**src/rtl/tss_pkg.sv**
```systemverilog
package tss_pkg;
  typedef enum logic [1:0] {
    ST_IDLE  = 2'd0,
    ST_START = 2'd1,
    ST_WAIT  = 2'd2
  } seq_state_e;
endpackage

```
**src/rtl/tss_fault_timer.sv**
```systemverilog
module tss_fault_timer #(
  parameter int FAULT_CYC = 800000,
  localparam int CNT_W = $clog2(FAULT_CYC + 1)
) (
  input  logic clk,
  input  logic rst_n,
  input  logic arm,
  input  logic open_i,
  output logic hit
);
  logic [CNT_W-1:0] cnt_q, cnt_d;

  always_comb begin
    if (arm && open_i) cnt_d = cnt_q + 1'b1;
    else               cnt_d = '0;
  end

  always_ff @(posedge clk or negedge rst_n) begin
    if (!rst_n) cnt_q <= '0;
    else        cnt_q <= cnt_d;
  end

  assign hit = arm && open_i && (cnt_q == CNT_W'(FAULT_CYC - 1));
endmodule

```
**src/rtl/tss_chan_ctrl.sv**
```systemverilog
module tss_chan_ctrl
  import tss_pkg::*;
#(
  parameter int N_CH = 7,
  localparam int CW = $clog2(N_CH)
) (
  input  logic          clk,
  input  logic          rst_n,
  input  logic          conv_valid,
  input  logic          fault_hit,
  output logic          conv_start,
  output logic [CW-1:0] chan,
  output logic          remote_wait,
  output logic          store_en,
  output logic          store_fault,
  output logic          done_q,
  output logic [CW-1:0] done_id_q,
  output logic          sweep_q
);
  seq_state_e state_q, state_d;
  logic [CW-1:0] chan_q, chan_d;
  logic finish;

  assign finish = (state_q == ST_WAIT) && (conv_valid || fault_hit);

  always_comb begin
    state_d = state_q;
    chan_d  = chan_q;
    case (state_q)
      ST_IDLE:  state_d = ST_START;
      ST_START: state_d = ST_WAIT;
      ST_WAIT: if (finish) begin
        state_d = ST_START;
        chan_d  = (chan_q == CW'(N_CH - 1)) ? '0 : chan_q + 1'b1;
      end
      default:  state_d = ST_IDLE;
    endcase
  end

  always_ff @(posedge clk or negedge rst_n) begin
    if (!rst_n) begin
      state_q <= ST_IDLE;
      chan_q  <= '0;
      done_q  <= 1'b0;
      sweep_q <= 1'b0;
    end else begin
      state_q <= state_d;
      chan_q  <= chan_d;
      done_q  <= finish;
      sweep_q <= finish && (chan_q == CW'(N_CH - 1));
    end
  end

  always_ff @(posedge clk or negedge rst_n) begin
    if (!rst_n)      done_id_q <= '0;
    else if (finish) done_id_q <= chan_q;
  end

  assign conv_start  = (state_q == ST_START);
  assign chan        = chan_q;
  assign remote_wait = (state_q == ST_WAIT) && (chan_q != '0);
  assign store_en    = finish;
  assign store_fault = fault_hit && !conv_valid;
endmodule

```
**src/rtl/tss_result_bank.sv**
```systemverilog
module tss_result_bank #(
  parameter int N_CH = 7,
  parameter int DW   = 8,
  localparam int CW = $clog2(N_CH)
) (
  input  logic             clk,
  input  logic             rst_n,
  input  logic             store_en,
  input  logic             store_fault,
  input  logic [CW-1:0]    chan,
  input  logic [DW-1:0]    data,
  output logic [N_CH*DW-1:0] readings,
  output logic [N_CH-1:0]  flags
);
  for (genvar k = 0; k < N_CH; k++) begin : g_ch
    logic          hit_en;
    logic [DW-1:0] rd_q, rd_d;
    assign hit_en = store_en && (chan == CW'(k));
    assign rd_d   = store_fault ? {DW{1'b1}} : data;

    always_ff @(posedge clk or negedge rst_n) begin
      if (!rst_n)      rd_q <= '0;
      else if (hit_en) rd_q <= rd_d;
    end
    assign readings[k*DW +: DW] = rd_q;

    if (k == 0) begin : g_local
      assign flags[k] = 1'b0;
    end else begin : g_remote
      logic flt_q;
      always_ff @(posedge clk or negedge rst_n) begin
        if (!rst_n)      flt_q <= 1'b0;
        else if (hit_en) flt_q <= store_fault;
      end
      assign flags[k] = flt_q;
    end
  end
endmodule

```
**src/rtl/tss_alarm.sv**
```systemverilog
module tss_alarm #(
  parameter int N_CH = 7,
  parameter int DW   = 8
) (
  input  logic [N_CH*DW-1:0] readings,
  input  logic [N_CH-1:0]    flags,
  input  logic [DW-1:0]      alert_lim,
  input  logic [DW-1:0]      overt_lim,
  output logic               alert,
  output logic               overt
);
  logic [N_CH-1:0] over_a, over_o;
  for (genvar k = 0; k < N_CH; k++) begin : g_cmp
    assign over_a[k] = !flags[k] && (readings[k*DW +: DW] > alert_lim);
    assign over_o[k] = !flags[k] && (readings[k*DW +: DW] > overt_lim);
  end
  assign alert = |over_a;
  assign overt = |over_o;
endmodule

```
**src/rtl/tsense_scan_seq.sv**
```systemverilog
module tsense_scan_seq #(
  parameter int N_CH      = 7,
  parameter int DW        = 8,
  parameter int FAULT_CYC = 800000,
  localparam int CW = $clog2(N_CH)
) (
  input  logic               clk,
  input  logic               rst_n,
  input  logic [DW-1:0]      alert_lim,
  input  logic [DW-1:0]      overt_lim,
  input  logic               conv_valid,
  input  logic [DW-1:0]      conv_data,
  input  logic               diode_open,
  output logic               conv_start,
  output logic [CW-1:0]      conv_chan,
  output logic               chan_done,
  output logic [CW-1:0]      chan_done_id,
  output logic               sweep_done,
  output logic [N_CH*DW-1:0] readings,
  output logic [N_CH-1:0]    fault_flags,
  output logic               alert,
  output logic               overt
);
  logic [1:0] rst_pipe;
  logic       rst_int_n;
  logic       remote_wait, fault_hit, store_en, store_fault;

  always_ff @(posedge clk or negedge rst_n) begin
    if (!rst_n) rst_pipe <= 2'b00;
    else        rst_pipe <= {rst_pipe[0], 1'b1};
  end
  assign rst_int_n = rst_pipe[1];

  tss_fault_timer #(.FAULT_CYC(FAULT_CYC)) u_timer (
    .clk(clk), .rst_n(rst_int_n), .arm(remote_wait),
    .open_i(diode_open), .hit(fault_hit)
  );

  tss_chan_ctrl #(.N_CH(N_CH)) u_ctrl (
    .clk(clk), .rst_n(rst_int_n), .conv_valid(conv_valid),
    .fault_hit(fault_hit), .conv_start(conv_start), .chan(conv_chan),
    .remote_wait(remote_wait), .store_en(store_en),
    .store_fault(store_fault), .done_q(chan_done),
    .done_id_q(chan_done_id), .sweep_q(sweep_done)
  );

  tss_result_bank #(.N_CH(N_CH), .DW(DW)) u_bank (
    .clk(clk), .rst_n(rst_int_n), .store_en(store_en),
    .store_fault(store_fault), .chan(conv_chan), .data(conv_data),
    .readings(readings), .flags(fault_flags)
  );

  tss_alarm #(.N_CH(N_CH), .DW(DW)) u_alarm (
    .readings(readings), .flags(fault_flags),
    .alert_lim(alert_lim), .overt_lim(overt_lim),
    .alert(alert), .overt(overt)
  );
endmodule

```
**config.mk**
```make
export PLATFORM = sky130hd
export DESIGN_NAME = tsense_scan_seq
export DESIGN_NICKNAME = d
export VERILOG_FILES = /design/src/rtl/tss_pkg.sv /design/src/rtl/tss_fault_timer.sv /design/src/rtl/tss_chan_ctrl.sv /design/src/rtl/tss_result_bank.sv /design/src/rtl/tss_alarm.sv /design/src/rtl/tsense_scan_seq.sv
export SDC_FILE = /design/constraint.sdc
export NUM_CORES = 1
export LEC_CHECK = 0
export ABC_CLOCK_PERIOD_IN_PS = 3610
export BUFFER_PORTS_ARGS = -buffer_cell sky130_fd_sc_hd__buf_2
export CAP_MARGIN = 0
export CORE_ASPECT_RATIO = 1.75
export CORE_UTILIZATION = 59
export CTS_BUF_LIST = sky130_fd_sc_hd__clkbuf_8
export CTS_CLUSTER_SIZE = 14
export DETAILED_ROUTE_END_ITERATION = 16
export PLACE_DENSITY = 0.82
export REMOVE_ABC_BUFFERS = 1
export SYNTH_ARGS = -nofsm -noshare
export SYNTH_HDL_FRONTEND = slang
export SYNTH_HIERARCHICAL = 1
export SYNTH_SLANG_ARGS = --single-unit
export TNS_END_PERCENT = 100
```
**constraint.sdc**
```tcl
create_clock -name clk -period 3.61 [get_ports clk]
set_clock_uncertainty 0.2 [all_clocks]
set_input_delay 0.722 -clock clk [delete_from_list [all_inputs] [get_ports clk]]
set_output_delay 0.722 -clock clk [all_outputs]
set_load 0.1 [all_outputs]
```
-- Word level (Yosys, flattened, before mapping)
Cells that the tools add are included.
- register bits after elaboration: 94
- word-level logic and storage cells: 89
- $add $sub $neg: 2
- order comparisons: 14
- eq/ne operators: 10
- muxes and demuxes: 5
- reductions and logical operators: 38
- operators with widths (operator ; count):
    greater-than comparator 8 bit ; 14
    logical AND 1 bit ; 24
    adder 20 x 1 -> 20 bit, second input constant ; 1
    == test 20 bit, second input constant ; 1
    two-way mux 20 bit ; 1
    OR reduction 7 bit ; 2
    == test 3 bit, second input constant ; 3
    two-way mux 8 bit ; 1
    logical NOT 1 bit ; 7
    == test 3 x 2 -> 1 bit, second input constant ; 2
    case mux 2 bit (3 select lines) ; 1
    adder 3 x 1 -> 3 bit, second input constant ; 1
    == test 3 x 1 -> 1 bit, second input constant ; 1
    logical NOT 3 bit ; 1
    two-way mux 3 bit ; 1
    nonzero test 3 bit ; 1
    == test 2 x 1 -> 1 bit, second input constant ; 1
    == test 2 bit, second input constant ; 1
    logical NOT 2 bit ; 1
    two-way mux 2 bit ; 1
    inequality test 2 x 1 -> 1 bit, second input constant ; 1
    AND reduction 2 bit ; 1
    logical OR 1 bit ; 1

-- Longest topological paths before layout
Gate-level depths: netlist of run 1.
- depth in word-level cells: 8
- gate-level depth with buffers: 10
- gate-level depth less buffers: 9

-- By module
Netlist of run 1, hierarchy kept.
- modules (own cells, without submodules) (module ; times used ; cells an instance ; area each (um^2)):
    tss_alarm ; 1 ; 328 ; 2568.7
    tss_result_bank ; 1 ; 154 ; 2478.6
    tss_fault_timer ; 1 ; 108 ; 1034.7
    tss_chan_ctrl ; 1 ; 38 ; 436.7
    tsense_scan_seq ; 1 ; 3 ; 53.8

-- Least setup slack after synthesis of run 1
No wires, ideal clock.
- kind: reg-to-output
- start: register u_bank.g_ch[0].rd_q[1]
- end: output overt
- data arrival time: 2.935 ns
- data required time: 2.688 ns
- setup slack: -0.247 ns
- stages on the path, launching flop included: 8
- path through: dfrtp_1 ha_1 nor2b_1 o211ai_2 a211oi_1 a2111oi_2 nand4_1 or4_1
- word-level cells in the longest chain between the ends: 2
- ends and longest elaborated chain (item ; line ; source):
    start, declared ; tss_result_bank.sv:17 ; logic [DW-1:0] rd_q, rd_d;
    start signal, assigned ; tss_result_bank.sv:23 ; else if (hit_en) rd_q <= rd_d;
    greater-than comparator 8 bit ; tss_alarm.sv:15 ; assign over_o[k] = !flags[k] && (readings[k*DW +: DW] > overt_lim);
    OR reduction 7 bit ; tss_alarm.sv:18 ; assign overt = |over_o;
    end, declared ; tsense_scan_seq.sv:22 ; output logic overt
Every way passes these cells.

-- Final worst setup path of run 1
- start: input overt_lim[6]
- end: output overt
- word-level cells in the longest chain between the ends: 3
- ends and longest elaborated chain (item ; line ; source):
    start, declared ; tsense_scan_seq.sv:10 ; input logic [DW-1:0] overt_lim,
    greater-than comparator 8 bit ; tss_alarm.sv:15 ;
    logical AND 1 bit ; tss_alarm.sv:15 ;
    OR reduction 7 bit * ; tss_alarm.sv:18 ;
Every way passes the cells marked *; elsewhere a longest branch is shown, timed or not.

==> results of run 1 <==
## cells in the final DEF (no fill, tap or decap), types with 3 or more instances in the layout
cell type and instances:
ha_4 19, clkbuf_8 10, o21ai_0 27, a21oi_1 44, ha_1 94, nand4_1 21, xnor2_1 7, nor4_1 7
nand2b_1 4, nor2b_1 8, inv_1 21, nand2_1 33, or2_0 8, buf_4 49, nor2_1 38, o31ai_1 3
nor3_1 9, nand3_1 9, clkinvlp_4 9, buf_12 7, a32oi_1 3, dfrtp_1 93, buf_2 95, a211oi_1 7
o211ai_1 7, and4_1 5, buf_6 11, a21oi_2 5, nor2_2 4, or4_1 3, a211oi_2 3, or3_2 3
mux2_2 63
## repair_timing
item | 4_1_cts | 5_1_grt
pin swaps | 29 | 11
setup endpoints to repair | 2 | 3
hold endpoints to repair | 2 | 0
resized for setup | 69 | 19
hold buffers | 1 | 0
buffers inserted | 18 | 6
## cell families after synthesis
kind of cell,after synthesis,synth area share
AOI/OAI and AO/OA,117,0.109
xor gates and xnor gates,9,0.0120
adders and majority gates,113,0.215
buffers and inverters,49,0.0360
DFF,94,0.358
muxes,65,0.112
other,2,0.00114
and+or+nand+nor,182,0.157
## critical path, stage by stage
cell and delay, ns:
buf_2 0.10, clkinvlp_4 0.23, buf_4 0.23, ha_1 0.30
nand4_1 0.13, a2111oi_1 0.88, a2111oi_4 0.08, nand4_1 0.17
or4_4 0.16, buf_12 0.17
## state kept, by name, summed over array words and instances (netlist names)
register,flops
rst_pipe,2
u_ctrl/state_q,2
u_bank/g_ch.rd_q,56
u_timer/cnt_q,20
u_ctrl/chan,3
u_bank/g_ch.g_remote.flt_q,6
u_ctrl/done_id_q,3
u_ctrl/sweep_q,1
u_ctrl/done_q,1
## report_power, final
part	leakage (nW)	internal [mW]	switching, mW
combinational	2.61	1.46	3.85
clock	0.117	0.414	0.403
sequential	1.24	1.36	0.434
## through the flow
stage | setup slack [ns] | hold slack [ns]
after CTS | -0.220 | 0.145
after global routing | -0.550 | 0.180
after detailed placement | -0.326 | 0.136
after global placement | -0.237 | 0.127
final | -0.494 | 0.129
after floorplan | -0.846 | 0.131
## layout make-up
cell class                 count  area (sq um)
tap                          130           163
multi-input combinational    488          4380
timing repair buffer         164          1130
clock inverter                 6          91.3
inverter                      31           150
sequential                    94          2360
clock buffer                  10           138
fill                         688          2350
## how the worst max path moves through the flow
stage                               startpoint                                        end  slack (ns)  cells after the start
floorplan           u_ctrl/chan[2]$_DFFE_PN0P_  u_bank/g_ch[2].g_remote.flt_q$_DFFE_PN0P_       -0.85                      9
global placement                  overt_lim[3]                                      overt       -0.24                      9
detailed placement                overt_lim[1]                                      overt       -0.33                     10
CTS                               overt_lim[1]                                      overt       -0.22                     11
global route                      overt_lim[2]                                      overt       -0.55                      9
finish                            overt_lim[6]                                      overt       -0.49                     10
## per-layer routing
layer  vias up  wire [um]  global-route usage
met3       177       1720               0.185
met2       344      11200               0.669
li1       2658          -                   -
met4         0       2070               0.330
met1      2920       7000               0.412
met5         -          0             0.00476
==> run_results.csv, run 1 <==
group,metric,value,unit
global_routing,grt_pass1_wl,35600,um
floorplanning,initial_utilization,0.611,
route,num_vias,6099,
global_routing,grt_pass1_vias,6731,
setup_path,path_max_fanout,5,
floorplanning,placementRows,50,
cts,clock_sinks,94,
status,violations,"negative setup slack",
setup_path,start_kind,"input pin",
route,ant_nets,0,
timing,fin_tns_setup,-0.781,ns
layout,syn_to_final_growth,27.9,%
timing,grt_setup_unrepaired,"yes",
cts,insertion_delay,0.38,ns
cts,clk_path_buf_depth,2,
synthesis,synth_most_common_cell,"ha_1",
cts,cts_tree,"yes",
synthesis,synth_flop_cell,"dfrtp_1",
cts,h-tree-depth,3,
setup_path,r2r_cells,9,
synthesis,async_flop_share,1.00,
placement,post_dp_cell_area,7430,sq um
synthesis,seq_area_frac_synth,0.358,
layout,postLayoutCoreUtil,0.781,
synthesis,yosysTopAreaCell,"dfrtp_1",
global_routing,grtUsageTotal,0.420,
route,drt_pass1_iterations,7,
power,vdd.ir_drop.worst,1280,uV
synthesis,syn_inst,631,
synthesis,ys_warn_count,6,
layout,n_antenna_cell,0,
cts,cts_made_buffers,9,
floorplanning,pin_count,102,
synthesis,ys_ff_latch,94,
synthesis,synthTopCellsByCount,"ha_1, dfrtp_1, mux2_2, a21oi_1, nor2_1",
power,leakage,3.97,nW
layout,final_cell_area,8410,sq um
synthesis,synth.top_cell.area_share,0.358,
placement,dp_cells,884,
global_routing,antenna_found_initial,0,
synthesis,synth_area,6570,sq um
synthesis,yosysUniqueCellTypes,62,
route,routed_via_density,6.61,
timing,period_minus_slack,4.10,ns
cts,clk_pin_slew,0.10,ns
synthesis,avgSynthCellArea,10.4,sq um
timing,slew_headroom,0.325,
floorplanning,die_area,11600,sq um
route,drtIter0Drc,440,
placement,portBuffers,100,
run,drv_cap,0,
route,routedWlPerCell,23.9,um
layout,fin_cells,923,
synthesis,ys_top_cells_by_area,"dfrtp_1, ha_1, mux2_2",
route,remaining_drc_errors,0,
setup_path,r2r-start,"u_ctrl/state_q[0]$_DFFE_PN0P_",
status,status,"finished with violations",
timing,fmaxAchievable,244,MHz
layout,finalNetCount,929,
power,p_per_area,942,nW/um^2
setup_path,reg2reg_slack,0.31,ns
timing,tightestPinTransition,1.01,ns
floorplanning,die_y,142,um
placement,dpl.hpwl,14800,um
setup_path,critPathKind,"input pin to output pin",
synthesis,synth_edf_count,0,
route,wirelength,22000,um
floorplanning,design.core.area,10800,sq um
placement,routabilityCongestion,0.949,
setup_path,rr_endpoint,"u_bank/g_ch[6].rd_q[3]$_DFFE_PN0P_",
setup_path,arrival,3.18,ns
global_routing,grt_max_degree,42,
setup_path,end_kind,"output pin",
hold_path,hp-class,"flip-flop to asynchronous set/reset pin",
floorplanning,die_x,81.8,um
layout,drive_gt1_frac,0.406,
timing,drv_slew,0,
timing,setup_viol,2,
cts,cts_root_buf,"clkbuf_8",
setup_path,required,2.69,ns
global_routing,overflow,0,
timing,fin_crit_sh,1.14,
timing,hold_violations,0,
timing,setup_slack,-0.494,ns
power,finalPower,7.92,mW
Note: power is estimated with default switching activity, not from simulation.
==> inputs of run 2 (changes only) <==
Settings changed: PLACE_DENSITY 0.82 to 0.85.
==> run 2 against run 1 <==
  * The flow still finishes with violations (negative setup slack)
  * Worst hold slack better by 0.031 ns
  * Critical path type unchanged
  * Register-to-register slack gained 0.03 ns
  * Non-clock buffer count fell by 6
  * Die area unchanged
  * Clock-buffer cell count down 1
==> run_results.csv, run 2 (same netlist as run 1, synthesis figures left out) <==
group,metric,value,unit
setup_path,critPathLaunch,"overt_lim[5]",
setup_path,end_kind,"output pin",
cts,h-tree-depth,3,
route,wirelength,19800,um
layout,layout_commonest_cell,"ha_1",
cts,cts_tree,"yes",
cts,cts_made_buffers,9,
setup_path,crit_chain,"buf_2, inv_1, ha_1, a211oi_1, nor2_1, o21ai_0, nand4_1, or4_4, buf_12",
floorplanning,initial_utilization,0.611,
placement,routabilityCongestion,0.948,
global_routing,overflow,0,
setup_path,critPathMaxStageDelay,0.45,ns
timing,grt_setup_unrepaired,"yes",
timing,drv_slew,0,
route,drt_pass1_iterations,5,
floorplanning,die_x,81.8,um
cts,clk_path_buf_depth,2,
global_routing,grtUsageTotal,0.358,
global_routing,grt_pass1_vias,6201,
hold_path,hp-class,"flip-flop to flip-flop",
cts,cts_root_buf,"clkbuf_8",
layout,largest_reg_flops,56,
setup_path,cp.depth,9,
floorplanning,design.core.area,10800,sq um
route,remaining_drc_errors,0,
run,drv_cap,0,
global_routing,grt_max_degree,53,
layout,fin_cells,917,
floorplanning,pin_count,102,
global_routing,antenna_found_initial,1,
status,violations,"negative setup slack",
layout,reg_top3,"u_bank/g_ch.rd_q (56), u_timer/cnt_q (20), u_bank/g_ch.g_remote.flt_q (6)",
setup_path,reg2reg_slack,0.34,ns
cts,clock_sinks,94,
layout,syn_to_final_growth,23.3,%
setup_path,rr_endpoint,"u_bank/g_ch[5].rd_q[0]$_DFFE_PN0P_",
timing,hold_violations,0,
timing,fin_tns_setup,-0.348,ns
placement,dpl.hpwl,14800,um
setup_path,crit_path_end,"overt",
layout,final_cell_mix,"ha_1, buf_2, dfrtp_1, mux2_2, buf_4",
route,routedWlPerCell,21.6,um
layout,drive_gt1_frac,0.372,
timing,fin_crit_sh,1.05,
route,drtIter0Drc,260,
route,num_vias,5858,
setup_path,required,2.69,ns
setup_path,arrival,2.87,ns
timing,fmaxAchievable,264,MHz
placement,portBuffers,100,
setup_path,critPathKind,"input pin to output pin",
floorplanning,die_y,142,um
placement,dp_cells,888,
setup_path,path_max_fanout,7,
timing,setup_slack,-0.184,ns
global_routing,grt_pass1_wl,30600,um
setup_path,cpMaxStageDelayCell,"or4_4",
cts,clk_pin_slew,0.09,ns
setup_path,r2r_cells,10,
floorplanning,placementRows,50,
route,ant_nets,0,
layout,top_register,"u_bank/g_ch.rd_q",
timing,setup_viol,2,
route,routed_via_density,6.39,
setup_path,start_kind,"input pin",
hold_path,min-delay-start,"rst_pipe[0]$_DFF_PN0_",
timing,slew_headroom,0.472,
cts,insertion_delay,0.38,ns
layout,n_antenna_cell,0,
floorplanning,die_area,11600,sq um
status,status,"finished with violations",
setup_path,crit_buf_inv,3,
layout,finalNetCount,923,
setup_path,cp_top_family,"simple AND/OR/NAND/NOR gates",
timing,period_minus_slack,3.79,ns
timing,tightestPinTransition,0.792,ns
setup_path,r2r-start,"u_ctrl/state_q[0]$_DFFE_PN0P_",
## run 2: layer usage
metal	routed length, um	track usage
met1	6730	0.354
met5	0	0
met3	1110	0.0746
met2	10100	0.603
met4	1850	0.322
## run 2: layout make-up
| class | instances | area (sq um) |
|---|---|---|
| tap | 130 | 163 |
| inverter | 31 | 135 |
| sequential | 94 | 2360 |
| timing repair buffer | 158 | 1040 |
| fill | 703 | 2660 |
| multi-input combinational | 488 | 4250 |
| clock inverter | 7 | 42.5 |
| clock buffer | 9 | 124 |
## run 2: what timing repair did
item,4_1_cts,5_1_grt
endpoints found under the setup margin,2,2
hold buffers,1,0
buffers inserted,7,5
endpoints found under the hold margin,2,0
gates resized for setup,49,11
pin swaps,17,4
## run 2: metrics by stage
step | setup WS [ns] | cell area (sq um) | utilization | hold slack [ns]
2_1_floorplan | -0.846 | 6450 | - | 0.131
6_report | -0.184 | 8100 | 0.753 | 0.160
4_1_cts | -0.0837 | 7990 | 0.743 | 0.162
5_1_grt | -0.242 | 8100 | 0.753 | 0.190
3_3_place_gp | -0.261 | 7460 | 0.694 | 0.138
3_5_place_dp | -0.291 | 7460 | 0.694 | 0.141
## run 2: worst register-to-register path: stages, from the launching register on
cell and delay, ns:
dfrtp_1 0.42, nand2b_4 0.18, nor2_1 0.31, nand2_1 0.12, nor4_1 0.23, and4_1 0.33
nor2_4 0.09, nor2_1 0.15, buf_4 0.16, and4b_1 0.56, mux2_2 0.43
## run 2: worst min path at each step
stage               cells past startpoint                     to
floorplan                               0  rst_pipe[1]$_DFF_PN0_
global placement                        0  rst_pipe[1]$_DFF_PN0_
detailed placement                      0  rst_pipe[1]$_DFF_PN0_
CTS                                     0  rst_pipe[1]$_DFF_PN0_
global route                            0  rst_pipe[1]$_DFF_PN0_
finish                                  0  rst_pipe[1]$_DFF_PN0_
Power of run 2 is not shown: default switching activity piles up to over one toggle a cycle in this logic, so the estimate is an artifact.
